==> src/rtl/dmac_pkg.sv <==
package dmac_pkg;

    localparam int unsigned WORD_W     = 32;
    localparam int unsigned PIO_IDX_W  = 4;
    localparam int unsigned BYTE_CNT_W = 16;
    localparam int unsigned WORD_CNT_W = BYTE_CNT_W - 1;

    typedef enum logic [1:0] {
        XF_NONE     = 2'd0,
        XF_TO_MEM   = 2'd1,
        XF_FROM_MEM = 2'd2,
        XF_SENSE    = 2'd3
    } xfer_t;

    // Packed most significant field first; kind sits in bits [1:0].
    typedef struct packed {
        logic [BYTE_CNT_W-1:0] nbytes;
        logic [PIO_IDX_W-1:0]  npio;
        logic [1:0]            rsvd;
        logic                  flush;
        logic                  halt_term;
        logic                  wait_end;
        logic                  dec_sem;
        logic                  wait_rdy;
        logic                  lock;
        logic                  irq;
        logic                  chain;
        xfer_t                 kind;
    } dcmd_t;

    typedef enum logic [3:0] {
        ST_IDLE,
        ST_LINK,
        ST_CMD,
        ST_BUF,
        ST_PIO_RD,
        ST_PIO_WR,
        ST_MEM_RD,
        ST_PUSH,
        ST_PULL,
        ST_MEM_WR,
        ST_DONE
    } dstate_t;

endpackage

==> src/rtl/dmac_sema.sv <==
module dmac_sema #(
    parameter int unsigned CW = 8
) (
    input  logic          clk,
    input  logic          rst_n,
    input  logic          clr,
    input  logic          add,
    input  logic [CW-1:0] add_val,
    input  logic          dec,
    output logic [CW-1:0] cnt
);
    localparam logic [CW+1:0] MAXV = {2'b00, {CW{1'b1}}};

    logic [CW+1:0] wide;
    logic [CW-1:0] cnt_d;

    always_comb begin
        wide = {2'b00, cnt} + (add ? {2'b00, add_val} : '0);
        if (dec && (wide != '0)) begin
            wide = wide - 1'b1;
        end
        cnt_d = (wide > MAXV) ? {CW{1'b1}} : wide[CW-1:0];
    end

    always_ff @(posedge clk or negedge rst_n) begin
        if (!rst_n) begin
            cnt <= '0;
        end else if (clr) begin
            cnt <= '0;
        end else begin
            cnt <= cnt_d;
        end
    end

    a_r4_dec_by_one: assert property (@(posedge clk) disable iff (!rst_n)
        (dec && !add && !clr && cnt != '0) |=> cnt == $past(cnt) - 1'b1);

    a_r5_add_lands: assert property (@(posedge clk) disable iff (!rst_n)
        (add && !dec && !clr && ({1'b0, cnt} + {1'b0, add_val}) <= {1'b0, {CW{1'b1}}})
        |=> cnt == $past(cnt) + $past(add_val));

    a_r13_clear: assert property (@(posedge clk) disable iff (!rst_n)
        clr |=> cnt == '0);

endmodule

==> src/rtl/dmac_irq.sv <==
module dmac_irq (
    input  logic clk,
    input  logic rst_n,
    input  logic set,
    input  logic ack,
    input  logic en,
    output logic pending,
    output logic irq
);
    always_ff @(posedge clk or negedge rst_n) begin
        if (!rst_n) begin
            pending <= 1'b0;
        end else if (set) begin
            pending <= 1'b1;
        end else if (ack) begin
            pending <= 1'b0;
        end
    end

    assign irq = pending & en;

    a_r11_set_sticks: assert property (@(posedge clk) disable iff (!rst_n)
        set |=> pending);

    a_r11_ack_clears: assert property (@(posedge clk) disable iff (!rst_n)
        (ack && !set) |=> !pending);

endmodule

==> src/rtl/dma_chain_engine.sv <==
module dma_chain_engine
    import dmac_pkg::*;
#(
    parameter int unsigned AW     = 32,
    parameter int unsigned SEMA_W = 8
) (
    input  logic                 clk,
    input  logic                 rst_n,
    input  logic                 abort,
    input  logic                 freeze,
    input  logic                 ptr_load,
    input  logic [AW-1:0]        ptr_value,
    input  logic                 sema_add,
    input  logic [SEMA_W-1:0]    sema_add_val,
    output logic [SEMA_W-1:0]    sema_count,
    input  logic                 irq_en,
    input  logic                 irq_ack,
    output logic                 irq_pending,
    output logic                 irq,
    output logic                 busy,
    output logic                 mem_req,
    output logic                 mem_we,
    output logic [AW-1:0]        mem_addr,
    output logic [WORD_W-1:0]    mem_wdata,
    input  logic                 mem_gnt,
    input  logic [WORD_W-1:0]    mem_rdata,
    output logic                 pio_wr,
    output logic [PIO_IDX_W-1:0] pio_idx,
    output logic [WORD_W-1:0]    pio_data,
    output logic                 st_out_valid,
    output logic [WORD_W-1:0]    st_out_data,
    output logic                 st_in_ready,
    input  logic                 st_in_valid,
    input  logic [WORD_W-1:0]    st_in_data
);
    localparam int unsigned ALIGN_B = 3;
    localparam logic [AW-1:0] OFS_CMD  = AW'(4);
    localparam logic [AW-1:0] OFS_BUF  = AW'(8);
    localparam logic [AW-1:0] OFS_PIO  = AW'(12);
    localparam logic [AW-1:0] WSTEP    = AW'(4);

    dstate_t state_q, state_d;
    dcmd_t   cmd_q;
    logic [AW-1:0]         cur_q, link_q, buf_q;
    logic [PIO_IDX_W-1:0]  pio_q;
    logic [WORD_CNT_W-1:0] left_q;
    logic [WORD_W-1:0]     hold_q;
    logic                  armed_q;

    logic        gnt;
    logic        done_fire;
    dstate_t     data_entry;
    logic [BYTE_CNT_W:0] wsum;
    logic        unused_fields;

    assign gnt       = mem_gnt & mem_req;
    assign done_fire = (state_q == ST_DONE) && !freeze && !abort;
    assign wsum      = {1'b0, cmd_q.nbytes} + (BYTE_CNT_W+1)'(3);
    assign unused_fields = ^{cmd_q.lock, cmd_q.wait_rdy, cmd_q.wait_end,
                             cmd_q.halt_term, cmd_q.flush, cmd_q.rsvd,
                             mem_rdata[ALIGN_B-1:0], ptr_value[ALIGN_B-1:0]};

    // Semaphore and interrupt flag
    dmac_sema #(.CW(SEMA_W)) u_sema (
        .clk     (clk),
        .rst_n   (rst_n),
        .clr     (abort),
        .add     (sema_add),
        .add_val (sema_add_val),
        .dec     (done_fire && cmd_q.dec_sem),
        .cnt     (sema_count)
    );

    dmac_irq u_irq (
        .clk     (clk),
        .rst_n   (rst_n),
        .set     (done_fire && cmd_q.irq),
        .ack     (irq_ack),
        .en      (irq_en),
        .pending (irq_pending),
        .irq     (irq)
    );

    // Where the data phase begins for the current command
    always_comb begin
        if (cmd_q.nbytes == '0) begin
            data_entry = ST_DONE;
        end else begin
            unique case (cmd_q.kind)
                XF_FROM_MEM: data_entry = ST_MEM_RD;
                XF_TO_MEM:   data_entry = ST_PULL;
                default:     data_entry = ST_DONE;
            endcase
        end
    end

    // Next state
    always_comb begin
        state_d = state_q;
        unique case (state_q)
            ST_IDLE:   if (armed_q && sema_count != '0 && !freeze) state_d = ST_LINK;
            ST_LINK:   if (gnt) state_d = ST_CMD;
            ST_CMD:    if (gnt) state_d = ST_BUF;
            ST_BUF:    if (gnt) state_d = (cmd_q.npio != '0) ? ST_PIO_RD : data_entry;
            ST_PIO_RD: if (gnt) state_d = ST_PIO_WR;
            ST_PIO_WR: if (!freeze)
                           state_d = (pio_q == cmd_q.npio - 1'b1) ? data_entry : ST_PIO_RD;
            ST_MEM_RD: if (gnt) state_d = ST_PUSH;
            ST_PUSH:   if (!freeze)
                           state_d = (left_q == WORD_CNT_W'(1)) ? ST_DONE : ST_MEM_RD;
            ST_PULL:   if (st_in_valid && !freeze) state_d = ST_MEM_WR;
            ST_MEM_WR: if (gnt)
                           state_d = (left_q == WORD_CNT_W'(1)) ? ST_DONE : ST_PULL;
            ST_DONE:   if (!freeze) state_d = ST_IDLE;
            default:   state_d = ST_IDLE;
        endcase
        if (abort) begin
            state_d = ST_IDLE;
        end
    end

    // State register and datapath
    always_ff @(posedge clk or negedge rst_n) begin
        if (!rst_n) begin
            state_q <= ST_IDLE;
            cmd_q   <= '0;
            cur_q   <= '0;
            link_q  <= '0;
            buf_q   <= '0;
            pio_q   <= '0;
            left_q  <= '0;
            hold_q  <= '0;
            armed_q <= 1'b0;
        end else begin
            state_q <= state_d;
            unique case (state_q)
                ST_IDLE:   pio_q <= '0;
                ST_LINK:   if (gnt) link_q <= {mem_rdata[AW-1:ALIGN_B], {ALIGN_B{1'b0}}};
                ST_CMD:    if (gnt) cmd_q <= dcmd_t'(mem_rdata);
                ST_BUF:    if (gnt) begin
                               buf_q  <= mem_rdata[AW-1:0];
                               left_q <= wsum[BYTE_CNT_W:2];
                           end
                ST_PIO_RD: if (gnt) hold_q <= mem_rdata;
                ST_PIO_WR: if (!freeze) pio_q <= pio_q + 1'b1;
                ST_MEM_RD: if (gnt) hold_q <= mem_rdata;
                ST_PUSH:   if (!freeze) begin
                               buf_q  <= buf_q + WSTEP;
                               left_q <= left_q - 1'b1;
                           end
                ST_PULL:   if (st_in_valid && !freeze) hold_q <= st_in_data;
                ST_MEM_WR: if (gnt) begin
                               buf_q  <= buf_q + WSTEP;
                               left_q <= left_q - 1'b1;
                           end
                ST_DONE:   if (!freeze) begin
                               cur_q   <= link_q;
                               armed_q <= cmd_q.chain;
                           end
                default:   ;
            endcase
            if (ptr_load) begin
                cur_q   <= {ptr_value[AW-1:ALIGN_B], {ALIGN_B{1'b0}}};
                armed_q <= 1'b1;
            end
            if (abort) begin
                armed_q <= 1'b0;
            end
        end
    end

    // Outputs
    always_comb begin
        mem_req      = 1'b0;
        mem_we       = 1'b0;
        mem_addr     = cur_q;
        pio_wr       = 1'b0;
        st_out_valid = 1'b0;
        st_in_ready  = 1'b0;
        unique case (state_q)
            ST_LINK:   begin mem_req = !freeze; mem_addr = cur_q; end
            ST_CMD:    begin mem_req = !freeze; mem_addr = cur_q + OFS_CMD; end
            ST_BUF:    begin mem_req = !freeze; mem_addr = cur_q + OFS_BUF; end
            ST_PIO_RD: begin
                           mem_req  = !freeze;
                           mem_addr = cur_q + OFS_PIO + AW'({pio_q, 2'b00});
                       end
            ST_PIO_WR: pio_wr = !freeze;
            ST_MEM_RD: begin mem_req = !freeze; mem_addr = buf_q; end
            ST_PUSH:   st_out_valid = !freeze;
            ST_PULL:   st_in_ready = !freeze;
            ST_MEM_WR: begin mem_req = !freeze; mem_we = 1'b1; mem_addr = buf_q; end
            default:   ;
        endcase
    end

    assign mem_wdata   = hold_q;
    assign pio_idx     = pio_q;
    assign pio_data    = hold_q;
    assign st_out_data = hold_q;
    assign busy        = (state_q != ST_IDLE);

    // Checks beside the control logic
    a_r3_idle_gate: assert property (@(posedge clk) disable iff (!rst_n)
        (state_q == ST_IDLE && sema_count == '0) |=> state_q == ST_IDLE);

    a_r12_freeze_hold: assert property (@(posedge clk) disable iff (!rst_n)
        (freeze && !abort) |=> (state_q == $past(state_q) && buf_q == $past(buf_q)
                                && left_q == $past(left_q)));

    a_r13_abort_idle: assert property (@(posedge clk) disable iff (!rst_n)
        abort |=> (state_q == ST_IDLE && !armed_q));

    a_r6_pio_range: assert property (@(posedge clk) disable iff (!rst_n)
        pio_wr |-> pio_idx < cmd_q.npio);

    a_r10_unlinked_disarms: assert property (@(posedge clk) disable iff (!rst_n)
        (done_fire && !cmd_q.chain && !ptr_load) |=> !armed_q);

endmodule

==> config.mk <==
export PLATFORM = sky130hd
export DESIGN_NAME = dma_chain_engine
export DESIGN_NICKNAME = d
export VERILOG_FILES = /design/src/rtl/dmac_pkg.sv /design/src/rtl/dmac_sema.sv /design/src/rtl/dmac_irq.sv /design/src/rtl/dma_chain_engine.sv
export SDC_FILE = /design/constraint.sdc
export NUM_CORES = 1
export LEC_CHECK = 0
export BUFFER_PORTS_ARGS = -buffer_cell sky130_fd_sc_hd__buf_2
export CAP_MARGIN = 30
export CORE_ASPECT_RATIO = 1.5
export CORE_MARGIN = 2
export CORE_UTILIZATION = 59
export CTS_BUF_LIST = sky130_fd_sc_hd__clkbuf_16
export CTS_CLUSTER_DIAMETER = 30
export DETAILED_ROUTE_END_ITERATION = 10
export PLACE_DENSITY = 0.84
export SLEW_MARGIN = 40
export SYNTH_ARGS = -nofsm -noshare
export SYNTH_HDL_FRONTEND = slang
export SYNTH_SLANG_ARGS = --single-unit
==> constraint.sdc <==
create_clock -name clk -period 7.6 [get_ports clk]
set_clock_uncertainty 0.05 [all_clocks]
set_input_delay 0.38 -clock clk [delete_from_list [all_inputs] [get_ports clk]]
set_output_delay 0.38 -clock clk [all_outputs]
set_load 0.01 [all_outputs]
==> out/qor.txt <==
Status -> complete, no violations
DIE AREA -> 20300 sq um
Initial core utilization -> 59.7%
Post-CTS Setup Repair Bufs -> 0
Post-DR vias/cell -> 6.18
Core ar. -> 18900 sq um
Nets -> 1576
N_diodes -> 0
Post-synthesis mux area share -> 11.6%
Post-synth EDFFs -> 0
HPWL after detailed placement -> 23300 um
Tcrit/Tclk final -> 56.2%
Peak Freq -> 234 MHz
Total negative setup slack -> 0 ns
Cell Chain, Critical Path -> nand2b_1 -> nor2_1 -> nor2_2 -> nor3_2 -> nand4_1 -> o41ai_1 -> buf_2
Iter 0 DRT Violations -> 939
Drt drc -> 0
Vias in the first global route -> 9918
Complex-gate fraction of the synthesized area -> 17.5%
Global-route wire length before repair -> 50900 um
Mapped Avg Cell Area -> 8.83 sq um
Worst slew pin tran -> 0.834 ns
Critical path class -> register to output pin
Die width -> 117 um
DRT Pass-1 Iters -> 6
Port buffer count -> 258
Critical path fanouts, max -> 25
Rel. slew slack -> 44.4%
Slew Limit Fails -> 0
Antenna-violating nets left -> 0
Register Area -> 4500 sq um
Resize count post-CTS -> 0
Final worst path period need -> 4.27 ns
Leak Pwr -> 6.29 nW
Synth Cell Area -> 11300 sq um
Worst hold path type -> primary input to register
Critical Path RT -> 7.17 ns
Worst Setup End Kind -> output pin
Multi-input gate area -> 6000 sq um
Reg2reg path depth -> 7
Final design utilization -> 67.8%
Final setup viols -> 0
Prevailing post-synth register cell -> dfrtp_1
DR WL/cell -> 18.9 um
Global placer's final weighted congestion -> 0.944
Slowest CP cell -> dfrtp_1
Row cnt -> 62
Fraction of the mapped netlist area in simple logic gates -> 18.6%
Pwr/cell area -> 252 nW/um^2
Clock Latency Late Sink -> 0.44 ns
Final Cell Area -> 12800 sq um
Clk slew on worst S/H paths -> 0.06 ns
Boundary Pins -> 262
Antenna violations before repair -> 1
Filler cell count -> 1549
Xor/xnor cell area share of the yosys netlist -> 2.02%
RSZ-0062 raised after global routing -> no
Hold Vio Cnt, Final -> 0
GRT Util Overall -> 32.1%
Synth Warn # -> 0
Worst VDD drop -> 0.000141 V
CTS tree -> built
Post-synth cell types -> 70
Largest net degree at the start of global routing -> 71
CTS Buf Count -> 17
Syn Inst Count -> 1280
WL final -> 32200 um
Mapped Nets -> 1419
Synth Area in Adders -> 2.90%
Cell Area, Placed -> 12300 sq um
Synth-to-layout area growth -> 13.6%
FFs w/ async S/R, synth -> 100%
CP Launch Type -> register
WP data arrival -> 3.84 ns
Reg2Reg Setup Slack -> 4.37 ns
H-tree Lvls -> 4
Layout cells sized above 1 -> 25.8%
Max clock buf depth -> 2
Post-synthesis sequential area ratio -> 39.9%
DR vias -> 10500
Yosys reg bits -> 180
Total gr overflow -> 0
Clk sinks -> 180
Root Buffer -> clkbuf_16
Largest family of logic cells by synthesized area -> simple AND/OR/NAND/NOR gates
Die Ht -> 173 um
Worst path max stage delay -> 0.89 ns
MaxCap Viol Count -> 0
Hold-critical path depth -> 2
[synthesized netlist by cell type (6+ instances only)]
master | count | area (sq um)
nand2_1 | 167 | 627
a21o_1 | 6 | 45.0
buf_2 | 8 | 40.0
nand4_1 | 24 | 150
clkbuf_1 | 47 | 176
a221o_1 | 9 | 90.1
o21ai_0 | 131 | 656
nor2b_1 | 13 | 81.3
and4_1 | 7 | 61.3
ha_1 | 23 | 288
mux2_2 | 58 | 653
o22ai_1 | 19 | 119
nor3_1 | 21 | 105
a31oi_1 | 11 | 68.8
a21oi_1 | 85 | 425
nor2_1 | 84 | 315
xnor2_1 | 16 | 140
inv_1 | 25 | 93.8
or3_1 | 8 | 50.1
nand2b_1 | 7 | 43.8
dfrtp_1 | 180 | 4500
xor2_1 | 10 | 87.6
nand3_1 | 40 | 200
o211ai_1 | 10 | 75.1
nor4_1 | 18 | 113
and2_1 | 15 | 93.8
and3_1 | 15 | 93.8
buf_1 | 10 | 37.5
a22oi_1 | 8 | 60.1
buf_4 | 64 | 480
mux2i_1 | 66 | 661
[per-layer routing]
layer  wire length [um]  global-route usage [%]  part of all wire, %  vias to the layer above
li1                   -                       -                    -                     4860
met1              11600                    37.0                   36                     5015
met2              16200                    54.0                   50                      515
met3               2360                    6.68                  7.3                      137
met4               2020                    19.0                  6.3                        2
met5                 19                       0                0.059                        -
[placed cells by master (no fill, tap or decap), types with 4 or more instances in the layout]
cell       count
nand3_1       40
a2bb2oi_1      4
xor2_1        10
mux2_2        58
a21o_1         6
nor4_1        18
a32oi_1        5
buf_4         10
nand2_1      165
clkbuf_16     17
and2_1        15
a21oi_1       85
nor3_1        20
a22oi_1        8
o211ai_1      10
or3_1          7
o21ai_0      130
xnor2_1       16
nand2b_1       7
or2_2          4
nor3_2         4
nor2b_1       13
inv_1         29
o31ai_1        5
o22ai_1       19
a221o_1        9
a22o_1         4
and4_1         7
nor2_1        83
nand4_1       24
and3_1        15
ha_1          23
dfrtp_1      180
buf_2        256
mux2i_1       66
a31oi_1       11
[flip-flops by register name, indices dropped and copies added (netlist names)]
register	cells
buf_q	32
mem_wdata	32
u_sema.cnt	8
cur_q	29
left_q	15
pio_idx	4
u_irq.pending	1
state_q	4
link_q	29
armed_q	1
cmd_q	25
[kinds of logic after synthesis]
group | Yosys count
fa+ha+maj | 25
flops | 180
buf+inv | 156
compound gates | 331
xor+xnor | 26
mux | 124
simple gates | 438
[worst paths after layout]
path	start	end
worst max-delay path	state_q[0]$_DFFE_PN0P_	mem_addr[30]
worst min-delay path	irq_ack	u_irq.pending$_DFFE_PN0P_
worst max register to register	state_q[1]$_DFFE_PN0P_	u_sema.cnt[2]$_DFF_PN0_
worst min register to register	buf_q[0]$_DFFE_PN0P_	buf_q[0]$_DFFE_PN0P_
max in group asynchronous	rst_n	cur_q[22]$_DFFE_PN0P_
min in group asynchronous	rst_n	u_irq.pending$_DFFE_PN0P_
[layout make-up]
cell class                 instances  share of cell area, %
clock buffer                      17                   3.32
clock inverter                    13                  0.770
inverter                          25                  0.731
multi-input combinational        944                   46.8
sequential                       180                   35.1
tap                              256                   2.50
timing repair buffer             269                   10.8
[critical path, delay by kind of cell, from the launching register on]
| kind | cells | cell delay [ns] |
|---|---|---|
| compound gates | 1 | 0.60 |
| simple gates | 5 | 1.67 |
| flops | 1 | 0.89 |
| buf+inv | 1 | 0.23 |
[what timing repair did]
action	in CTS	in global routing
endpoints found under the setup margin	0	0
hold buffers	1	0
hold endpoints to repair	68	0
[stage by stage]
| step | setup slack, ns | std cells | power, mW | hold WS, ns |
|---|---|---|---|---|
| global route | 3.05 | 1704 | 3.42 | 0.0976 |
| finish | 3.33 | 1704 | 3.23 | 0.0752 |
| detailed placement | 3.86 | 1673 | 2.41 | 0.391 |
| floorplan | 4.58 | 1280 | 2.12 | 0.0344 |
| global placement | 3.88 | 1673 | 2.36 | 0.387 |
| CTS | 3.34 | 1704 | 3.23 | 0.0662 |
[report_power, final]
group	switching, mW	total, mW	leakage, nW	internal, mW
combinational	0.490	0.932	3.67	0.443
sequential	0.274	1.48	2.36	1.21
clock	0.376	0.817	0.265	0.441
total	1.14	3.23	6.29	2.09
(Power assumes the default switching activity.)
